<file path="src/rtl/ea_gen_pkg.sv">
// Package: shared encodings of the effective address unit.
// Assumes: 4-bit mode codes and a 2-bit result kind.
package ea_gen_pkg;
    localparam int MODE_W = 4;
    localparam int KIND_W = 2;

    typedef enum logic [MODE_W-1:0] {
        AM_REG     = 4'd0,
        AM_IMM     = 4'd1,
        AM_ABS     = 4'd2,
        AM_RIND    = 4'd3,
        AM_MIND    = 4'd4,
        AM_PREINC  = 4'd5,
        AM_PREDEC  = 4'd6,
        AM_POSTINC = 4'd7,
        AM_POSTDEC = 4'd8,
        AM_INDEX   = 4'd9
    } am_mode_e;

    localparam logic [KIND_W-1:0] RK_REG = 2'd0;
    localparam logic [KIND_W-1:0] RK_IMM = 2'd1;
    localparam logic [KIND_W-1:0] RK_EA  = 2'd2;
endpackage

</file>
<file path="src/rtl/ea_mask.sv">
// Module: ea_mask
// Clears the high bits of an address so that it has NARROW_W or WIDE_W
// significant bits. Assumes NARROW_W < WIDE_W <= DW.
module ea_mask #(
    parameter int DW       = 32,
    parameter int NARROW_W = 24,
    parameter int WIDE_W   = 31
) (
    input  logic          wide,
    input  logic [DW-1:0] in,
    output logic [DW-1:0] out
);
    localparam logic [DW-1:0] NMASK = {{(DW-NARROW_W){1'b0}}, {NARROW_W{1'b1}}};

    logic [DW-1:0] wmask;

    // Choose the wide mask; a full-width WIDE_W means no clearing at all.
    generate
        if (WIDE_W >= DW) begin : g_full
            assign wmask = '1;
        end else begin : g_part
            assign wmask = {{(DW-WIDE_W){1'b0}}, {WIDE_W{1'b1}}};
        end
    endgenerate

    // Apply the mask that the width bit selects.
    assign out = in & (wide ? wmask : NMASK);
endmodule

</file>
<file path="src/rtl/ea_calc.sv">
// Module: ea_calc
// Combinational part of the unit: it forms the result kind, the value,
// the write-back value and the fetch pointer for one request.
// Assumes: the mode code is stable while the request is presented.
module ea_calc
    import ea_gen_pkg::*;
#(
    parameter int DW       = 32,
    parameter int NARROW_W = 24,
    parameter int WIDE_W   = 31,
    parameter int STEP     = 4
) (
    input  logic [MODE_W-1:0] mode,
    input  logic              wide,
    input  logic              step_sel,
    input  logic              use_index,
    input  logic [DW-1:0]     reg_a,
    input  logic [DW-1:0]     reg_b,
    input  logic [DW-1:0]     konst,
    output logic [KIND_W-1:0] kind,
    output logic [DW-1:0]     value,
    output logic              wb_en,
    output logic [DW-1:0]     wb_value,
    output logic              is_fetch,
    output logic [DW-1:0]     fetch_addr
);
    localparam logic [DW-1:0] STEP_V = DW'(STEP);

    logic [DW-1:0] step_v;
    logic [DW-1:0] moved;
    logic [DW-1:0] idx_sum;
    logic [DW-1:0] pick;
    logic [DW-1:0] pick_m;
    logic [DW-1:0] moved_m;
    logic          down;

    // Step source and direction of the auto-modify arithmetic.
    assign step_v  = step_sel ? konst : STEP_V;
    assign down    = (mode == AM_PREDEC) || (mode == AM_POSTDEC);
    assign moved   = down ? (reg_a - step_v) : (reg_a + step_v);
    assign idx_sum = reg_a + (use_index ? reg_b : '0) + konst;

    // Unmasked address chosen for each address-producing mode.
    always_comb begin
        unique case (mode)
            AM_ABS, AM_MIND:         pick = konst;
            AM_PREINC, AM_PREDEC:    pick = moved;
            AM_INDEX:                pick = idx_sum;
            default:                 pick = reg_a;
        endcase
    end

    ea_mask #(.DW(DW), .NARROW_W(NARROW_W), .WIDE_W(WIDE_W)) u_pick_mask (
        .wide (wide),
        .in   (pick),
        .out  (pick_m)
    );

    ea_mask #(.DW(DW), .NARROW_W(NARROW_W), .WIDE_W(WIDE_W)) u_wb_mask (
        .wide (wide),
        .in   (moved),
        .out  (moved_m)
    );

    // Result kind, value and write-back for the presented mode.
    always_comb begin
        kind     = RK_EA;
        value    = pick_m;
        wb_en    = 1'b0;
        wb_value = moved_m;
        is_fetch = 1'b0;
        case (mode)
            AM_IMM: begin
                kind  = RK_IMM;
                value = konst;
            end
            AM_ABS, AM_RIND, AM_INDEX: ;
            AM_MIND: is_fetch = 1'b1;
            AM_PREINC, AM_PREDEC, AM_POSTINC, AM_POSTDEC: wb_en = 1'b1;
            default: begin
                kind  = RK_REG;
                value = reg_a;
            end
        endcase
    end

    assign fetch_addr = pick_m;
endmodule

</file>
<file path="src/rtl/ea_ctrl.sv">
// Module: ea_ctrl
// Sequencer for the memory-indirect read: idle, or waiting for memory.
// Assumes: memory data is valid in the cycle in which mem_ready is high.
module ea_ctrl (
    input  logic clk,
    input  logic rst_n,
    input  logic start_fetch,
    input  logic mem_ready,
    output logic fetching
);
    typedef enum logic {ST_IDLE = 1'b0, ST_FETCH = 1'b1} st_e;

    st_e st_q;

    // Enter the fetch state on an accepted indirect request; leave on ready.
    always_ff @(posedge clk) begin
        if (!rst_n) begin
            st_q <= ST_IDLE;
        end else begin
            case (st_q)
                ST_IDLE:  if (start_fetch) st_q <= ST_FETCH;
                ST_FETCH: if (mem_ready)   st_q <= ST_IDLE;
                default:  st_q <= ST_IDLE;
            endcase
        end
    end

    assign fetching = (st_q == ST_FETCH);
endmodule

</file>
<file path="src/rtl/ea_gen_unit.sv">
// Module: ea_gen_unit (top)
// Registers one request per acceptance and returns the operand or the
// effective address, with write-back for the auto-modify modes. An
// indirect request blocks intake until the memory read completes.
// Assumes: synchronous active-low reset; memory answers in a later cycle.
module ea_gen_unit
    import ea_gen_pkg::*;
#(
    parameter int DW       = 32,
    parameter int NARROW_W = 24,
    parameter int WIDE_W   = 31,
    parameter int STEP     = 4
) (
    input  logic              clk,
    input  logic              rst_n,
    input  logic              req_valid,
    output logic              req_ready,
    input  logic [MODE_W-1:0] req_mode,
    input  logic              req_wide,
    input  logic              req_step_sel,
    input  logic              req_use_index,
    input  logic [DW-1:0]     reg_a,
    input  logic [DW-1:0]     reg_b,
    input  logic [DW-1:0]     konst,
    output logic              mem_rd_valid,
    output logic [DW-1:0]     mem_rd_addr,
    input  logic              mem_rd_ready,
    input  logic [DW-1:0]     mem_rd_data,
    output logic              res_valid,
    output logic [KIND_W-1:0] res_kind,
    output logic [DW-1:0]     res_value,
    output logic              wb_en,
    output logic [DW-1:0]     wb_value
);
    logic [KIND_W-1:0] c_kind;
    logic [DW-1:0]     c_value;
    logic              c_wb_en;
    logic [DW-1:0]     c_wb_value;
    logic              c_fetch;
    logic [DW-1:0]     c_fetch_addr;
    logic              fetching;
    logic              accept;
    logic              wide_q;
    logic [DW-1:0]     faddr_q;
    logic [DW-1:0]     data_m;

    assign req_ready = !fetching;
    assign accept    = req_valid && req_ready;

    ea_calc #(.DW(DW), .NARROW_W(NARROW_W), .WIDE_W(WIDE_W), .STEP(STEP)) u_calc (
        .mode       (req_mode),
        .wide       (req_wide),
        .step_sel   (req_step_sel),
        .use_index  (req_use_index),
        .reg_a      (reg_a),
        .reg_b      (reg_b),
        .konst      (konst),
        .kind       (c_kind),
        .value      (c_value),
        .wb_en      (c_wb_en),
        .wb_value   (c_wb_value),
        .is_fetch   (c_fetch),
        .fetch_addr (c_fetch_addr)
    );

    ea_ctrl u_ctrl (
        .clk         (clk),
        .rst_n       (rst_n),
        .start_fetch (accept && c_fetch),
        .mem_ready   (mem_rd_ready),
        .fetching    (fetching)
    );

    ea_mask #(.DW(DW), .NARROW_W(NARROW_W), .WIDE_W(WIDE_W)) u_data_mask (
        .wide (wide_q),
        .in   (mem_rd_data),
        .out  (data_m)
    );

    // Hold the pointer and width of a pending indirect read.
    always_ff @(posedge clk) begin
        if (!rst_n) begin
            faddr_q <= '0;
            wide_q  <= 1'b0;
        end else if (accept && c_fetch) begin
            faddr_q <= c_fetch_addr;
            wide_q  <= req_wide;
        end
    end

    // Result register: single-cycle strobe per completed request.
    always_ff @(posedge clk) begin
        if (!rst_n) begin
            res_valid <= 1'b0;
            res_kind  <= RK_REG;
            res_value <= '0;
            wb_en     <= 1'b0;
            wb_value  <= '0;
        end else begin
            res_valid <= 1'b0;
            wb_en     <= 1'b0;
            if (accept && !c_fetch) begin
                res_valid <= 1'b1;
                res_kind  <= c_kind;
                res_value <= c_value;
                wb_en     <= c_wb_en;
                wb_value  <= c_wb_value;
            end else if (fetching && mem_rd_ready) begin
                res_valid <= 1'b1;
                res_kind  <= RK_EA;
                res_value <= data_m;
            end
        end
    end

    assign mem_rd_valid = fetching;
    assign mem_rd_addr  = faddr_q;
endmodule

</file>
<file path="config.mk">
export PLATFORM = sky130hd
export DESIGN_NAME = ea_gen_unit
export DESIGN_NICKNAME = d
export VERILOG_FILES = /design/src/rtl/ea_gen_pkg.sv /design/src/rtl/ea_mask.sv /design/src/rtl/ea_calc.sv /design/src/rtl/ea_ctrl.sv /design/src/rtl/ea_gen_unit.sv
export SDC_FILE = /design/constraint.sdc
export NUM_CORES = 1
export LEC_CHECK = 0
export BUFFER_PORTS_ARGS = -buffer_cell sky130_fd_sc_hd__clkbuf_2
export CAP_MARGIN = 5
export CORE_UTILIZATION = 57
export CTS_BUF_LIST = sky130_fd_sc_hd__clkbuf_4
export CTS_CLUSTER_DIAMETER = 100
export CTS_CLUSTER_SIZE = 8
export DETAILED_ROUTE_END_ITERATION = 7
export PLACE_DENSITY = 0.84
export SETUP_SLACK_MARGIN = 0.02
export SKIP_CTS_REPAIR_TIMING = 1
export SLEW_MARGIN = 0
export SYNTH_ARGS = -nofsm -noshare
export SYNTH_HDL_FRONTEND = slang
export SYNTH_SLANG_ARGS = --single-unit
</file>
<file path="constraint.sdc">
create_clock -name clk -period 6.9 [get_ports clk]
set_clock_uncertainty 0.2 [all_clocks]
set_input_delay 0.345 -clock clk [delete_from_list [all_inputs] [get_ports clk]]
set_output_delay 0.345 -clock clk [all_outputs]
set_load 0.02 [all_outputs]
</file>
==> reports/metrics.cfg, run 1 <==
[synth]
synth_simple_gate_area_share_pct = 22.3
yosysWarnings = 0
synth_compound_area_share_pct = 32.3
ys_seq_area_share_pct = 20.0
synth_cells = 1320
avgSynthCellArea_sq_um = 7.58
synthMuxAreaShare_pct = 0.825
synthTopCellsByArea = dfxtp_1, ha_1, a21oi_1
yosys.cell_types.count = 80
ys_ff_latch = 100
syn_area_sq_um = 10000
synth-edff-count = 0
synth_top_area_share_pct = 20.0
yosysTopAreaCell = dfxtp_1
synthAdderAreaFrac_pct = 13.9
synth-main-ff-cell = dfxtp_1
synth_top_family_by_area = compound AO/OA/AOI/OAI gates
synth_xor_xnor_area_share_pct = 5.96
async_flop_share_pct = 0

[grt]
grt_pass1_vias = 10000
grt_antenna_before_repair = 1
grt_max_degree = 65
globalRouteOverflowTotal = 0
grt_pass1_wl_mm = 55.9
track_usage_pct = 39.9

[power]
cellPowerDensity_nw_per_um2 = 187
power.total_w = 0.00215
vdd.ir_drop.worst_mv = 0.131
p_leak_nw = 4.95

[routing]
ant_nets = 0
routedWlPerCell_um = 21.3
firstDrtPassIters = 8
drt_wl_total_mm = 36.9
vias = 11500
via_per_inst = 6.62
drt_first_iter_violations = 1315
drcViolationCount = 5

[worst_hold_path]
hp-class = input port to register

[place]
dp_hpwl_mm = 28.8
portBuffers = 236
gp_congestion = 1.02

[sta]
worst_pin_slew_ps = 997
finalSetupTns_ps = 0
max_freq_mhz = 180
final.period_utilization_pct = 80.6
slew_headroom_pct = 31.8
timing.final.hold_violations = 0
rsz0062_at_grt = no
min_period_ps = 5560
slew_viol_final = 0
finalSetupViolations = 0

[critical_path]
start_kind = input port
reg2reg_setup_slack_ps = 4050
crit_required_ps = 7030
cp.arrival_ps = 5690
worstSetupEndpointType = register
crit_fanout = 14
crit_type = input port to register

[status]
status = finished with violations
violations = DRC

[layout]
area_growth_pct = 14.5
drive_gt1_share_pct = 19.1
nNetsFinal = 1732

[floorplanning]
die_h_um = 135
dieArea_sq_um = 18100
core_sq_um = 17200
die_w_um = 135
rows = 48
ios = 241
start_util_pct = 58.1

[clocking]
cts_tree = done
numCtsBuffers = 9
cts.sinks = 100
clkLatencyLatePin_ps = 460
path_clk_slew_ps = 140
clockRootBuffer = clkbuf_4
htree_levels = 3
clock_path_buffers = 2

[job]
drv_cap = 0

-- routing by layer --
| metal | vias up | GRT usage (%) | wire (um) |
|---|---|---|---|
| met4 | 0 | 7.43 | 667 |
| met2 | 832 | 59.4 | 15400 |
| li1 | 5274 | - | - |
| met5 | - | 0 | 0 |
| met3 | 72 | 9.65 | 5130 |
| met1 | 5295 | 58.4 | 15700 |
-- cells by family after synthesis --
family,count (synthesis)
xor gates and xnor gates,66
and+or+nand+nor,471
adders and majority gates,92
buffers and inverters,107
muxes,8
AOI/OAI and AO/OA,475
DFF,100
other,1
-- synthesized netlist by cell type, types with 4 or more instances --
library cell  instances
and4_1                5
a21oi_1             129
mux2i_1               6
nand3_1              44
clkbuf_1             68
nor3_1               23
ha_1                 60
o211ai_1             24
xor2_1               21
o21bai_1             10
a222oi_1              5
a221oi_1             34
o21a_1               11
buf_6                 4
a221o_1              12
nand2b_1             12
nand2_1             162
a22o_1               12
a21boi_0              9
and2_1               40
a21o_1               23
o311ai_0              5
nand4_1               9
and3_1               19
o31a_1                4
o21ai_0              82
buf_4                 7
or3_1                14
nor2_1              112
nor4_1                5
a22oi_1              22
xnor2_1              44
o221ai_1              6
nor2b_1               6
o31ai_1              11
a31oi_1              12
fa_1                 32
inv_1                21
a311oi_1              6
a211oi_1             25
dfxtp_1             100
-- cell usage in the layout, fill, tap and decap left out, types with 6 or more instances in the layout --
| master | instances |
|---|---|
| nand2_1 | 161 |
| a21boi_0 | 9 |
| a311oi_1 | 6 |
| o21bai_1 | 10 |
| a221o_1 | 12 |
| nand3_1 | 44 |
| fa_1 | 32 |
| or3_1 | 14 |
| o221ai_1 | 6 |
| mux2i_1 | 6 |
| buf_4 | 13 |
| o21a_1 | 11 |
| o21ai_0 | 82 |
| and3_1 | 19 |
| ha_1 | 60 |
| xnor2_1 | 44 |
| o211ai_1 | 24 |
| dfxtp_1 | 100 |
| nand4_1 | 9 |
| nor2b_1 | 6 |
| clkbuf_4 | 10 |
| nand2b_1 | 12 |
| a21o_1 | 23 |
| o31ai_1 | 10 |
| dlygate4sd3_1 | 6 |
| a31oi_1 | 12 |
| inv_1 | 20 |
| a22o_1 | 12 |
| nor3_1 | 21 |
| clkbuf_2 | 236 |
| a22oi_1 | 22 |
| a21oi_1 | 128 |
| xor2_1 | 21 |
| and2_1 | 40 |
| a211oi_1 | 25 |
| a221oi_1 | 34 |
| nor2_1 | 109 |
-- metrics by stage --
step	hold WS [ps]	setup WS [ps]	std cells	utilization [%]	instance area [sq um]
4_1_cts	-98.6	1460	1725	66.1	11400
3_5_place_dp	249	977	1709	65.2	11200
6_report	0.559	1340	1732	66.4	11500
5_1_grt	7.85	1040	1732	66.4	11500
2_1_floorplan	281	1800	1321	-	10000
3_3_place_gp	235	1070	1709	65.2	11200
-- where the power goes --
group | switching [W] | internal [W] | total (W)
sequential | 0.0000270 | 0.000621 | 0.000648
combinational | 0.000736 | 0.000412 | 0.00115
clock | 0.000199 | 0.000152 | 0.000350
total | 0.000962 | 0.00118 | 0.00215
-- path summary, 6_finish.rpt --
kind | start | to | cells after the start
max | konst[3] | res_value[29] | 17
min | mem_rd_data[19] | res_value[19] | 3
max reg2reg | u_ctrl.fetching | res_value[21] | 10
min reg2reg | wb_value[22] | wb_value[22] | 2
-- flip-flops by register name, indices dropped and copies added, names as in the netlist --
name / count
res_value: 32
mem_rd_addr: 31
wb_value: 31
res_kind: 2
res_valid: 1
u_ctrl.fetching: 1
wb_en: 1
wide_q: 1
-- cell type report --
class	instances	area, sq um
diodes	1	2.50
clock buffers	10	75.1
clock inverters	6	85.1
fillers	1540	5780
inverters	21	78.8
multi-input cells	1114	7590
flip-flops and latches	100	2000
well taps	225	282
repair buffers	255	1340
-- worst max-delay path, stage by stage --
cell and delay (ps):
clkbuf_2 160, or4b_1 520, or3b_1 510, nor3_4 320, a21oi_1 150, or2_2 420, o311ai_0 190, ha_1 390
and4_1 190, and2_1 130, a311oi_1 550, a31oi_1 350, a2111oi_0 490, nor2_1 120, xor2_1 170, a221oi_1 500
o21ai_0 180
No activity file was read; power rests on OpenSTA's default activity.
==> run 2: changes to the inputs <==
- CORE_UTILIZATION: 57 -> 51
- PLACE_DENSITY: 0.84 -> 0.8
- clock period: 6.9 -> 4.8 ns (I/O delays scaled with it)
==> run 2 against run 1 <==
The run ends with DRC, hold timing left. Worst setup slack got worse by 900 ps. Count of clock-buffer cells in the layout did not move. Final area is 7.1% higher.
==> reports/metrics.cfg, run 2 (synthesis gave the netlist of run 1 again) <==
[power]
seq_power_share_pct = 29.3  ; was 30.2%
p_switching_w = 0.00142  ; was 0.000962 W
p_comb_share_pct = 56.1  ; was 53.5%
switching_share_pct = 44.6  ; was 44.8%
vdd.ir_drop.worst_mv = 0.124  ; was 0.131 mV
p_clk_share_pct = 14.7  ; was 16.3%
cellPowerDensity_nw_per_um2 = 260  ; was 187 nW/um^2
internal_power_w = 0.00176  ; was 0.00118 W
p_leak_nw = 5.41  ; was 4.95 nW

[floorplanning]
ios = 241  ; unchanged
dieArea_sq_um = 20200  ; was 18100 sq um
start_util_pct = 52.8  ; was 58.1%
die_w_um = 142  ; was 135 um
rows = 50  ; was 48
core_sq_um = 19000  ; was 17200 sq um
die_h_um = 142  ; was 135 um

[critical_path]
crit_fanout = 12  ; was 14
r2r-end = res_value[16]  ; was res_value[21]
crit_type = input port to register  ; unchanged
cp.arrival_ps = 4510  ; was 5690 ps
worstSetupEndpointType = register  ; unchanged
reg2reg_setup_slack_ps = 2080  ; was 4050 ps
crit_required_ps = 4950  ; was 7030 ps
r2r_cells = 7  ; was 10
start_kind = input port  ; unchanged
r2r-start = u_ctrl.fetching  ; unchanged

[clocking]
cts.sinks = 100  ; unchanged
clkLatencyLatePin_ps = 450  ; was 460 ps
numCtsBuffers = 9  ; unchanged
cts_tree = done  ; unchanged
clock_path_buffers = 2  ; unchanged
htree_levels = 3  ; unchanged
clockRootBuffer = clkbuf_4  ; unchanged
path_clk_slew_ps = 160  ; was 140 ps

[layout]
top_register = res_value  ; unchanged
nNetsFinal = 1830  ; was 1732
area_growth_pct = 22.6  ; was 14.5%
final_common_cell = clkbuf_2  ; unchanged
largest_register_ffs = 32  ; unchanged
drive_gt1_share_pct = 23.4  ; was 19.1%
fin_util_pct = 64.7  ; was 66.4%
final_cell_mix = clkbuf_2, nand2_1, a21oi_1  ; unchanged

[sta]
finalSetupViolations = 0  ; unchanged
timing.final.hold_violations = 1  ; was 0
worst_pin_slew_ps = 1030  ; was 997 ps
rsz0062_at_grt = no  ; unchanged
slew_headroom_pct = 31.0  ; was 31.8%
final.period_utilization_pct = 90.9
max_freq_mhz = 229
slew_viol_final = 0  ; unchanged
min_period_ps = 4360
finalSetupTns_ps = 0  ; unchanged
hold_slack_ps = -33.5  ; was 0.559 ps

[worst_hold_path]
hp-class = input port to register  ; unchanged
min_path_cells = 5  ; was 3
hold-path-endpoint = res_value[31]  ; was res_value[19]
hold_start = reg_a[31]  ; was mem_rd_data[19]

[routing]
vias = 11700  ; was 11500
via_per_inst = 6.28  ; was 6.62
drt_first_iter_violations = 1307  ; was 1315
drcViolationCount = 1  ; was 5
firstDrtPassIters = 8  ; unchanged
drt_wl_total_mm = 38.4  ; was 36.9 mm
routedWlPerCell_um = 20.6  ; was 21.3 um
ant_nets = 0  ; unchanged

[grt]
grt_pass1_vias = 10400  ; was 10000
grt_max_degree = 65  ; unchanged
grt_antenna_before_repair = 1  ; unchanged
grt_pass1_wl_mm = 57.5  ; was 55.9 mm
globalRouteOverflowTotal = 0  ; unchanged
track_usage_pct = 37.1  ; was 39.9%

[job]
drv_cap = 0  ; unchanged

[place]
dp_hpwl_mm = 30.4  ; was 28.8 mm
gp_congestion = 0.972  ; was 1.02
portBuffers = 236  ; unchanged

[status]
violations = DRC, hold timing  ; was DRC
status = finished with violations  ; unchanged

==> run 2: cell types whose count changed in the layout (fill, tap and decap cells not counted), sizes merged <==
cell	delta
buf	+84
bufinv	-1
clkinv	+1
dlygate4sd3	+14
==> run 2: stage by stage <==
step	instances	worst slack (ps)	area [sq um]	hold slack, ps	total power [W]
2_1_floorplan	1321	51.1	10000	176	0.00202
3_3_place_gp	1828	76.4	11900	238	0.00265
3_5_place_dp	1828	21.5	11900	246	0.00266
4_1_cts	1844	488	12100	-206	0.00312
5_1_grt	1865	248	12300	1.42	0.00335
6_report	1865	438	12300	-33.5	0.00318
==> run 2: routing by layer <==
layer,vias up,wire length (um),global-route usage (%)
li1,5476,-,-
met1,5491,16900,54.6
met2,688,16200,54.2
met3,51,4740,8.85
met4,0,588,8.55
met5,-,0,0
==> run 2: worst max path at each step <==
stage | from | endpoint | slack (ps) | cells past startpoint
global placement | konst[4] | res_value[29] | 80 | 18
finish | konst[4] | res_value[29] | 440 | 19
CTS | konst[4] | res_value[30] | 490 | 19
global route | konst[4] | res_value[26] | 250 | 18
detailed placement | konst[4] | res_value[30] | 20 | 19
floorplan | req_step_sel | res_value[29] | 50 | 21
==> run 2: area by class of cell <==
class                      instances  area, sq um
antenna                            1         2.50
multi-input combinational       1114         7600
clock inverter                     6         71.3
inverter                          21         78.8
clock buffer                      10         75.1
timing repair buffer             353         2110
fill                            1741         6690
tap                              260          325
sequential                       100         2000
==> run 2: power by group through the flow <==
stage               registers [W]  clock network [W]  logic, W
finish                   0.000932           0.000467   0.00178
global route             0.000937           0.000500   0.00192
CTS                      0.000931           0.000470   0.00172
detailed placement       0.000949                  0   0.00171
global placement         0.000948                  0   0.00170
floorplan                 0.00101                  0   0.00101
==> run 2: critical path, stage by stage <==
cell       delay (ps)
clkbuf_2           90
or4b_1            530
or3b_1            440
nor3_4            150
a21oi_1           100
or2_2             320
buf_4             190
o211ai_1           90
ha_1              290
a21oi_1           250
o21ai_0           170
a21oi_1           200
o221ai_1          160
a2111oi_1         420
nor2_1            140
xor2_1            180
a221oi_1          290
buf_4             170
o21ai_0            90
